[config.mk]
export PLATFORM = sky130hd
export DESIGN_NAME = eeprom_image_loader
export DESIGN_NICKNAME = d
export VERILOG_FILES = /design/src/rtl/eeimg_pkg.sv /design/src/rtl/eeimg_cache.sv /design/src/rtl/eeimg_accum.sv /design/src/rtl/eeimg_ctrl.sv /design/src/rtl/eeprom_image_loader.sv
export SDC_FILE = /design/constraint.sdc
export NUM_CORES = 2
export LEC_CHECK = 0
export ABC_AREA = 1
export CAP_MARGIN = 20
export CORE_MARGIN = 2
export CORE_UTILIZATION = 24
export CTS_CLUSTER_SIZE = 20
export DETAILED_ROUTE_END_ITERATION = 7
export GPL_TIMING_DRIVEN = 0
export HOLD_SLACK_MARGIN = 0.1
export PLACE_DENSITY = 0.4
export SLEW_MARGIN = 20
export SYNTH_ARGS = -nofsm -noshare
export SYNTH_HDL_FRONTEND = slang
export SYNTH_SLANG_ARGS = --single-unit
[constraint.sdc]
create_clock -name clk -period 4.7 [get_ports clk]
set_clock_uncertainty 0.1 [all_clocks]
set_input_delay 0.705 -clock clk [delete_from_list [all_inputs] [get_ports clk]]
set_output_delay 0.705 -clock clk [all_outputs]
set_load 0.005 [all_outputs]
[src/rtl/eeimg_pkg.sv]
package eeimg_pkg;

    typedef enum logic [2:0] {
        ST_IDLE  = 3'd0,
        ST_LOAD  = 3'd1,
        ST_CHECK = 3'd2,
        ST_SUMRD = 3'd3,
        ST_WRCK  = 3'd4
    } eeimg_state_e;

endpackage

[src/rtl/eeimg_cache.sv]
module eeimg_cache #(
    parameter int          WORDS    = 64,
    parameter int          DW       = 16,
    parameter int          AW       = 6,
    parameter int          SIG_WORD = 10,
    parameter int          SIG_LSB  = 14,
    parameter int          SIG_W    = 2,
    parameter logic [1:0]  SIG_OK   = 2'b01
) (
    input  logic          clk,
    input  logic          rst_n,
    input  logic          wr_en,
    input  logic [AW-1:0] wr_addr,
    input  logic [DW-1:0] wr_data,
    input  logic          sig_clr,
    input  logic [AW-1:0] rd_addr,
    output logic [DW-1:0] rd_data,
    output logic          sig_ok
);

    logic [DW-1:0] mem_q [WORDS];

    // one register per image word, each with its own next-value logic
    for (genvar g = 0; g < WORDS; g++) begin : g_word
        logic [DW-1:0] word_d;

        always_comb begin
            word_d = mem_q[g];
            if (wr_en && (wr_addr == AW'(g))) begin
                word_d = wr_data;
            end
            // a signature clear wins over a same-cycle write of that word
            if (sig_clr && (g == SIG_WORD)) begin
                word_d[SIG_LSB +: SIG_W] = '0;
            end
        end

        always_ff @(posedge clk or negedge rst_n) begin
            if (!rst_n) begin
                mem_q[g] <= '0;
            end else begin
                mem_q[g] <= word_d;
            end
        end
    end

    assign rd_data = mem_q[rd_addr];
    assign sig_ok  = (mem_q[SIG_WORD][SIG_LSB +: SIG_W] == SIG_W'(SIG_OK));

endmodule

[src/rtl/eeimg_accum.sv]
module eeimg_accum #(
    parameter int            DW     = 16,
    parameter logic [DW-1:0] TARGET = 16'hBABA
) (
    input  logic          clk,
    input  logic          rst_n,
    input  logic          clr,
    input  logic          add_en,
    input  logic [DW-1:0] add_val,
    output logic          match_o,
    output logic [DW-1:0] comp_o
);

    logic [DW-1:0] sum_d, sum_q;
    logic [DW-1:0] sum_nxt;

    always_comb begin
        sum_nxt = sum_q + add_val;   // wraps modulo 2**DW
        sum_d   = sum_q;
        if (clr) begin
            sum_d = '0;
        end else if (add_en) begin
            sum_d = sum_nxt;
        end
    end

    always_ff @(posedge clk or negedge rst_n) begin
        if (!rst_n) begin
            sum_q <= '0;
        end else begin
            sum_q <= sum_d;
        end
    end

    assign match_o = (sum_q == TARGET);
    // checksum word that makes the sum including the current word hit TARGET
    assign comp_o  = TARGET - sum_nxt;

endmodule

[src/rtl/eeimg_ctrl.sv]
module eeimg_ctrl
    import eeimg_pkg::*;
#(
    parameter int WORDS = 64,
    parameter int DW    = 16,
    parameter int AW    = 6,
    parameter int IW    = 7
) (
    input  logic          clk,
    input  logic          rst_n,
    input  logic          load_i,
    input  logic          upd_i,
    input  logic          lkp_req_i,
    input  logic [IW-1:0] lkp_idx_i,
    input  logic          mem_ack_i,
    input  logic [DW-1:0] mem_rdata_i,
    input  logic          sum_match_i,
    input  logic [DW-1:0] comp_i,
    input  logic          sig_ok_i,
    input  logic [DW-1:0] cache_rd_i,
    output logic          busy_o,
    output logic          done_o,
    output logic          pass_o,
    output logic          err_o,
    output logic          lkp_vld_o,
    output logic [DW-1:0] lkp_word_o,
    output logic          mem_req_o,
    output logic          mem_wr_o,
    output logic [AW-1:0] mem_addr_o,
    output logic [DW-1:0] mem_wdata_o,
    output logic          cache_we_o,
    output logic [AW-1:0] cache_waddr_o,
    output logic [DW-1:0] cache_wdata_o,
    output logic          sig_clr_o,
    output logic [AW-1:0] cache_raddr_o,
    output logic          acc_clr_o,
    output logic          acc_add_o,
    output logic [DW-1:0] acc_val_o
);

    localparam logic [AW-1:0] LAST_WORD = AW'(WORDS - 1);
    localparam logic [AW-1:0] LAST_SUM  = AW'(WORDS - 2);
    localparam logic [IW-1:0] IDX_LIMIT = IW'(WORDS);

    typedef struct packed {
        eeimg_state_e  st;
        logic [AW-1:0] addr;
        logic [AW-1:0] idx;
        logic          pend;
        logic          err;
        logic          pass;
        logic          done;
        logic          lvld;
        logic [DW-1:0] lword;
        logic [DW-1:0] wdata;
    } ctrl_t;

    ctrl_t r_d, r_q;
    logic  xfer;
    logic  img_ok;

    always_comb begin
        r_d       = r_q;
        r_d.done  = 1'b0;
        r_d.lvld  = 1'b0;

        mem_req_o     = (r_q.st == ST_LOAD) || (r_q.st == ST_SUMRD) || (r_q.st == ST_WRCK);
        mem_wr_o      = (r_q.st == ST_WRCK);
        mem_addr_o    = r_q.addr;
        mem_wdata_o   = r_q.wdata;
        xfer          = mem_req_o && mem_ack_i;
        img_ok        = sum_match_i && sig_ok_i;

        cache_we_o    = 1'b0;
        cache_waddr_o = r_q.addr;
        cache_wdata_o = mem_rdata_i;
        sig_clr_o     = 1'b0;
        cache_raddr_o = (r_q.st == ST_IDLE) ? lkp_idx_i[AW-1:0] : r_q.idx;
        acc_clr_o     = 1'b0;
        acc_add_o     = 1'b0;
        acc_val_o     = mem_rdata_i;

        unique case (r_q.st)
            ST_IDLE: begin
                if (load_i) begin
                    r_d.st    = ST_LOAD;
                    r_d.addr  = '0;
                    r_d.pend  = 1'b0;
                    acc_clr_o = 1'b1;
                end else if (upd_i) begin
                    r_d.st    = ST_SUMRD;
                    r_d.addr  = '0;
                    acc_clr_o = 1'b1;
                end else if (lkp_req_i) begin
                    if (lkp_idx_i >= IDX_LIMIT) begin
                        r_d.lvld  = 1'b1;
                        r_d.lword = '0;
                    end else if (sig_ok_i) begin
                        r_d.lvld  = 1'b1;
                        r_d.lword = cache_rd_i;
                    end else begin
                        r_d.st    = ST_LOAD;
                        r_d.addr  = '0;
                        r_d.pend  = 1'b1;
                        r_d.idx   = lkp_idx_i[AW-1:0];
                        acc_clr_o = 1'b1;
                    end
                end
            end

            ST_LOAD: begin
                if (xfer) begin
                    cache_we_o = 1'b1;
                    acc_add_o  = 1'b1;
                    if (r_q.addr == LAST_WORD) begin
                        r_d.st = ST_CHECK;
                    end else begin
                        r_d.addr = r_q.addr + AW'(1);
                    end
                end
            end

            ST_CHECK: begin
                sig_clr_o = !sum_match_i;
                r_d.err   = !img_ok;
                r_d.pass  = img_ok;
                r_d.done  = 1'b1;
                r_d.st    = ST_IDLE;
                if (r_q.pend) begin
                    r_d.lvld  = 1'b1;
                    r_d.lword = img_ok ? cache_rd_i : '0;
                    r_d.pend  = 1'b0;
                end
            end

            ST_SUMRD: begin
                if (xfer) begin
                    cache_we_o = 1'b1;
                    acc_add_o  = 1'b1;
                    if (r_q.addr == LAST_SUM) begin
                        r_d.wdata = comp_i;
                        r_d.addr  = LAST_WORD;
                        r_d.st    = ST_WRCK;
                    end else begin
                        r_d.addr = r_q.addr + AW'(1);
                    end
                end
            end

            ST_WRCK: begin
                if (xfer) begin
                    cache_we_o    = 1'b1;
                    cache_wdata_o = r_q.wdata;
                    sig_clr_o     = 1'b1;
                    r_d.pass      = 1'b1;
                    r_d.done      = 1'b1;
                    r_d.st        = ST_IDLE;
                end
            end

            default: begin
                r_d.st = ST_IDLE;
            end
        endcase
    end

    always_ff @(posedge clk or negedge rst_n) begin
        if (!rst_n) begin
            r_q <= '0;
        end else begin
            r_q <= r_d;
        end
    end

    assign busy_o     = (r_q.st != ST_IDLE);
    assign done_o     = r_q.done;
    assign pass_o     = r_q.pass;
    assign err_o      = r_q.err;
    assign lkp_vld_o  = r_q.lvld;
    assign lkp_word_o = r_q.lword;

    AST_DONE_IDLE: assert property (@(posedge clk) disable iff (!rst_n)
        done_o |-> !busy_o);

    AST_WR_CKWORD: assert property (@(posedge clk) disable iff (!rst_n)
        (mem_req_o && mem_wr_o) |-> (mem_addr_o == LAST_WORD));

endmodule

[src/rtl/eeprom_image_loader.sv]
module eeprom_image_loader #(
    parameter int            WORDS    = 64,
    parameter int            DW       = 16,
    parameter logic [15:0]   TARGET   = 16'hBABA,
    parameter int            SIG_WORD = 10,
    parameter int            SIG_LSB  = 14,
    parameter int            SIG_W    = 2,
    parameter logic [1:0]    SIG_OK   = 2'b01,
    localparam int           AW       = $clog2(WORDS),
    localparam int           IW       = AW + 1
) (
    input  logic          clk,
    input  logic          rst_n,
    input  logic          load_i,
    input  logic          upd_i,
    input  logic          lkp_req_i,
    input  logic [IW-1:0] lkp_idx_i,
    output logic          lkp_vld_o,
    output logic [DW-1:0] lkp_word_o,
    output logic          img_valid_o,
    output logic          err_o,
    output logic          busy_o,
    output logic          done_o,
    output logic          pass_o,
    output logic          mem_req_o,
    output logic          mem_wr_o,
    output logic [AW-1:0] mem_addr_o,
    output logic [DW-1:0] mem_wdata_o,
    input  logic          mem_ack_i,
    input  logic [DW-1:0] mem_rdata_i
);

    logic          cache_we;
    logic [AW-1:0] cache_waddr;
    logic [DW-1:0] cache_wdata;
    logic          sig_clr;
    logic [AW-1:0] cache_raddr;
    logic [DW-1:0] cache_rd;
    logic          sig_ok;
    logic          acc_clr;
    logic          acc_add;
    logic [DW-1:0] acc_val;
    logic          sum_match;
    logic [DW-1:0] comp;

    eeimg_cache #(
        .WORDS    (WORDS),
        .DW       (DW),
        .AW       (AW),
        .SIG_WORD (SIG_WORD),
        .SIG_LSB  (SIG_LSB),
        .SIG_W    (SIG_W),
        .SIG_OK   (SIG_OK)
    ) u_cache (
        .clk     (clk),
        .rst_n   (rst_n),
        .wr_en   (cache_we),
        .wr_addr (cache_waddr),
        .wr_data (cache_wdata),
        .sig_clr (sig_clr),
        .rd_addr (cache_raddr),
        .rd_data (cache_rd),
        .sig_ok  (sig_ok)
    );

    eeimg_accum #(
        .DW     (DW),
        .TARGET (DW'(TARGET))
    ) u_accum (
        .clk     (clk),
        .rst_n   (rst_n),
        .clr     (acc_clr),
        .add_en  (acc_add),
        .add_val (acc_val),
        .match_o (sum_match),
        .comp_o  (comp)
    );

    eeimg_ctrl #(
        .WORDS (WORDS),
        .DW    (DW),
        .AW    (AW),
        .IW    (IW)
    ) u_ctrl (
        .clk           (clk),
        .rst_n         (rst_n),
        .load_i        (load_i),
        .upd_i         (upd_i),
        .lkp_req_i     (lkp_req_i),
        .lkp_idx_i     (lkp_idx_i),
        .mem_ack_i     (mem_ack_i),
        .mem_rdata_i   (mem_rdata_i),
        .sum_match_i   (sum_match),
        .comp_i        (comp),
        .sig_ok_i      (sig_ok),
        .cache_rd_i    (cache_rd),
        .busy_o        (busy_o),
        .done_o        (done_o),
        .pass_o        (pass_o),
        .err_o         (err_o),
        .lkp_vld_o     (lkp_vld_o),
        .lkp_word_o    (lkp_word_o),
        .mem_req_o     (mem_req_o),
        .mem_wr_o      (mem_wr_o),
        .mem_addr_o    (mem_addr_o),
        .mem_wdata_o   (mem_wdata_o),
        .cache_we_o    (cache_we),
        .cache_waddr_o (cache_waddr),
        .cache_wdata_o (cache_wdata),
        .sig_clr_o     (sig_clr),
        .cache_raddr_o (cache_raddr),
        .acc_clr_o     (acc_clr),
        .acc_add_o     (acc_add),
        .acc_val_o     (acc_val)
    );

    assign img_valid_o = sig_ok;

    AST_READ_ASCEND: assert property (@(posedge clk) disable iff (!rst_n)
        (mem_req_o && mem_ack_i && !mem_wr_o && (mem_addr_o != AW'(WORDS - 1)))
        |=> (!mem_req_o || mem_wr_o || (mem_addr_o == $past(mem_addr_o) + AW'(1))));

    AST_FAIL_INVALID: assert property (@(posedge clk) disable iff (!rst_n)
        (done_o && !pass_o) |-> (!img_valid_o && err_o));

    AST_WRITE_INVALID: assert property (@(posedge clk) disable iff (!rst_n)
        (mem_req_o && mem_wr_o && mem_ack_i) |=> !img_valid_o);

    AST_RANGE_ZERO: assert property (@(posedge clk) disable iff (!rst_n)
        (!busy_o && !load_i && !upd_i && lkp_req_i && (lkp_idx_i >= IW'(WORDS)))
        |=> (lkp_vld_o && (lkp_word_o == '0) && !busy_o));

    AST_INVALID_ZERO: assert property (@(posedge clk) disable iff (!rst_n)
        (lkp_vld_o && !img_valid_o) |-> (lkp_word_o == '0));

endmodule

==> flow_summary.toml <==
[routing]
antenna_left = 0
via_count = 49942
wire_per_inst_um = 30.79
dr.pass1.iters = 6
avgViaCountPerCell = 5.210
drt_iter0_markers = 6009
routed_wl_um = 295100
drc = 0

[yosys]
synthCells = 6391
netlist_area_sq_um = 52590
synth_nets = 6441
synthFlopType = "dfrtp_1"
synth_edf_count = 0
ys_warn_count = 0
yosysSeqAreaShare = 0.5197
ys_seq_elements = 1092
ys_types = 42
syn_area_per_cell_sq_um = 8.228
synthArstFlopShare = 1.000

[sta]
finalCritPeriodShare = 0.9932
slew_headroom = 0.1756
tightest_slew_ns = 1.237
slew_viol_final = 0
holdWs_ns = 0.3792
fmax_mhz = 214.2
grt_setup_unrepaired = "no"
final_hold_viol_count = 0
finalSetupTns_ns = 0
fin_crit_ns = 4.668
finalSetupViolCount = 0

[clock_network]
cts-root-buf = "clkbuf_16"
cts_hold_buf = 1
path_clk_slew_ns = 0.06
numCtsBuffers = 138
cts_sinks = 1092
htreeDepth = 4
worstSkewPairLatency_ns = 0.81
ctsResizeCount = 0
clock_path_buffers = 3
post_cts_buffers = 0
cts_tree = "built"

[setup_path]
crit_type = "reg -> reg"
crit_top_cell = "nand3_1"
max_stage_delay_ns = 0.70
worst_path_max_delay_cell = "buf_2"
cp_max_fo = 10
crit_chain = "nor2_2 > nand2_2 > o21ai_2 > buf_2 > buf_2 > nand2_1 > nand3_1 > nand3_1 > nand3_1 > nand3_1 > nand3_1 > nand3_1 > nand2_1"
cp.required_ns = 5.33
worstSetupStartpointType = "flop"
cp-end-kind = "flop"
critPathArrivalTime_ns = 5.30

[die]
die_w_um = 472.1
dieArea_sq_um = 222900
num_io_pins = 75
die_y_um = 472.1
fp-row-count = 171
initial_core_util = 0.2419
core_area_sq_um = 217400

[final_layout]
area_delta_synth_final_pct = 17.68
nets = 6677
final_common_cell = "nand2_1"
layout_common_cells = "nand2_1 (2,071), dfrtp_1 (1,092), nand3_1 (1,052)"
utilization = 0.2847
drive_gt1_frac = 0.1026
nFillCells = 23794

[place]
port_buffers = 74
gp_congestion = 1.019
dp_hpwl_um = 216800

[power]
power_density_nw_per_um2 = 731.5
power_mw = 45.26
power.leakage_nw = 27.09
irDropWorstVdd_mv = 0.5284

[global_routing]
grt_max_degree = 135
grt_pass1_vias = 47720
grt_pass1_wl_um = 401200
grt_antenna_before_repair = 26
grt-ovfl-total = 0
grt_use_total = 0.2599

[hold_path]
hold_class = "in -> reg"

[outcome]
status = "finished, final reports clean"

[run]
drv_cap = 0
## flip-flops by register name, summed over array words and instances (netlist names), 6 cells and up
signal	cells
u_ctrl.mem_wdata_o	16
u_ctrl.lkp_word_o	16
u_accum.sum_q	16
u_cache.mem_q	1024
u_ctrl.cache_waddr_o	6
u_ctrl.r_q	10
## worst max-delay path, delay by kind of cell, from the launching register on
family          cells  cell delay (ns)
simple gates       10             2.02
buf+inv             2             1.32
compound gates      1             0.69
flops               1             0.40
## cell usage after synthesis (2+ instances only)
master	instances	area (sq um)
o21bai_1	2	15.01
o21ai_2	5	43.79
nor3_4	2	32.53
xor2_1	4	35.03
inv_1	103	386.6
and2_1	2	12.51
nand2_1	2071	7774
nand2_2	4	25.02
a31oi_1	4	25.02
a21oi_1	213	1066
o31ai_1	2	15.01
nand3b_1	3	22.52
o22ai_1	7	43.79
nor3_1	15	75.07
buf_4	61	457.9
nor2_2	11	68.82
inv_2	22	82.58
xnor2_1	3	26.28
o21ai_0	241	1206
nand3_1	1052	5265
o21ai_1	8	40.04
ha_1	20	250.2
nor2_1	283	1062
dfrtp_1	1092	27330
nor3_2	6	60.06
buf_1	4	15.01
o211ai_1	3	22.52
clkbuf_1	193	724.4
nand4_1	15	93.84
or2_2	4	25.02
o21a_1	623	4677
buf_2	303	1516
## per-layer routing
layer  track usage  vias up  wire, um
li1              -    21552         -
met1        0.3521    25594    126300
met2        0.3924     2305    128200
met3       0.05044      487     23430
met4        0.1325        4     16960
met5      0.004543        -       161
## cell type report
class / count / area [sq um] / share of cell area
flip-flops and latches: 1092 / 27330 / 0.4416
inverters: 127 / 479.2 / 0.007744
clock inverters: 32 / 330.3 / 0.005338
repair buffers: 96 / 1247 / 0.02016
plain buffers: 562 / 2776 / 0.04487
well taps: 2854 / 3571 / 0.05771
multi-input cells: 4610 / 22070 / 0.3566
clock buffers: 204 / 4063 / 0.06565
diodes: 9 / 22.52 / 0.0003639
## power by group
group	internal, mW	switching, mW
logic	5.46	15.5
clock network	6.18	4.52
registers	12.0	1.64
## per-stage QoR
stage | instances | setup slack, ns | instance area, sq um
final | 9586 | 0.03211 | 61880
after global routing | 9578 | 0.1105 | 61860
after CTS | 9576 | 0.2506 | 61850
after detailed placement | 9339 | -0.2038 | 57440
after global placement | 9319 | -52.32 | 56900
after floorplan | 6391 | 1.998 | 52590
## cell families after synthesis
family,Yosys count,synth area share
AND/OR/NAND/NOR,3470,0.2764
AO/OA/AOI/OAI,1112,0.1367
flip-flops,1092,0.5197
buffers and inverters,689,0.06094
adder cells (fa/ha/maj),21,0.005139
XOR/XNOR,7,0.001166
## path summary, 6_finish.rpt
check	startpoint	endpoint	slack, ns	cells after the start
setup / recovery	u_ctrl.r_q[49]	u_ctrl.lkp_word_o[9]	0.03	13
hold / removal	lkp_idx_i[3]	u_ctrl.r_q[40]	0.38	3
hold reg to reg	u_cache.mem_q[599]	u_cache.mem_q[599]	0.38	2
max in group asynchronous	rst_n	u_cache.mem_q[966]	2.33	4
setup reg to reg	u_ctrl.r_q[49]	u_ctrl.lkp_word_o[9]	0.03	13
min in group asynchronous	rst_n	u_cache.mem_q[408]	0.40	2
No activity file was read; power rests on OpenSTA's default activity.
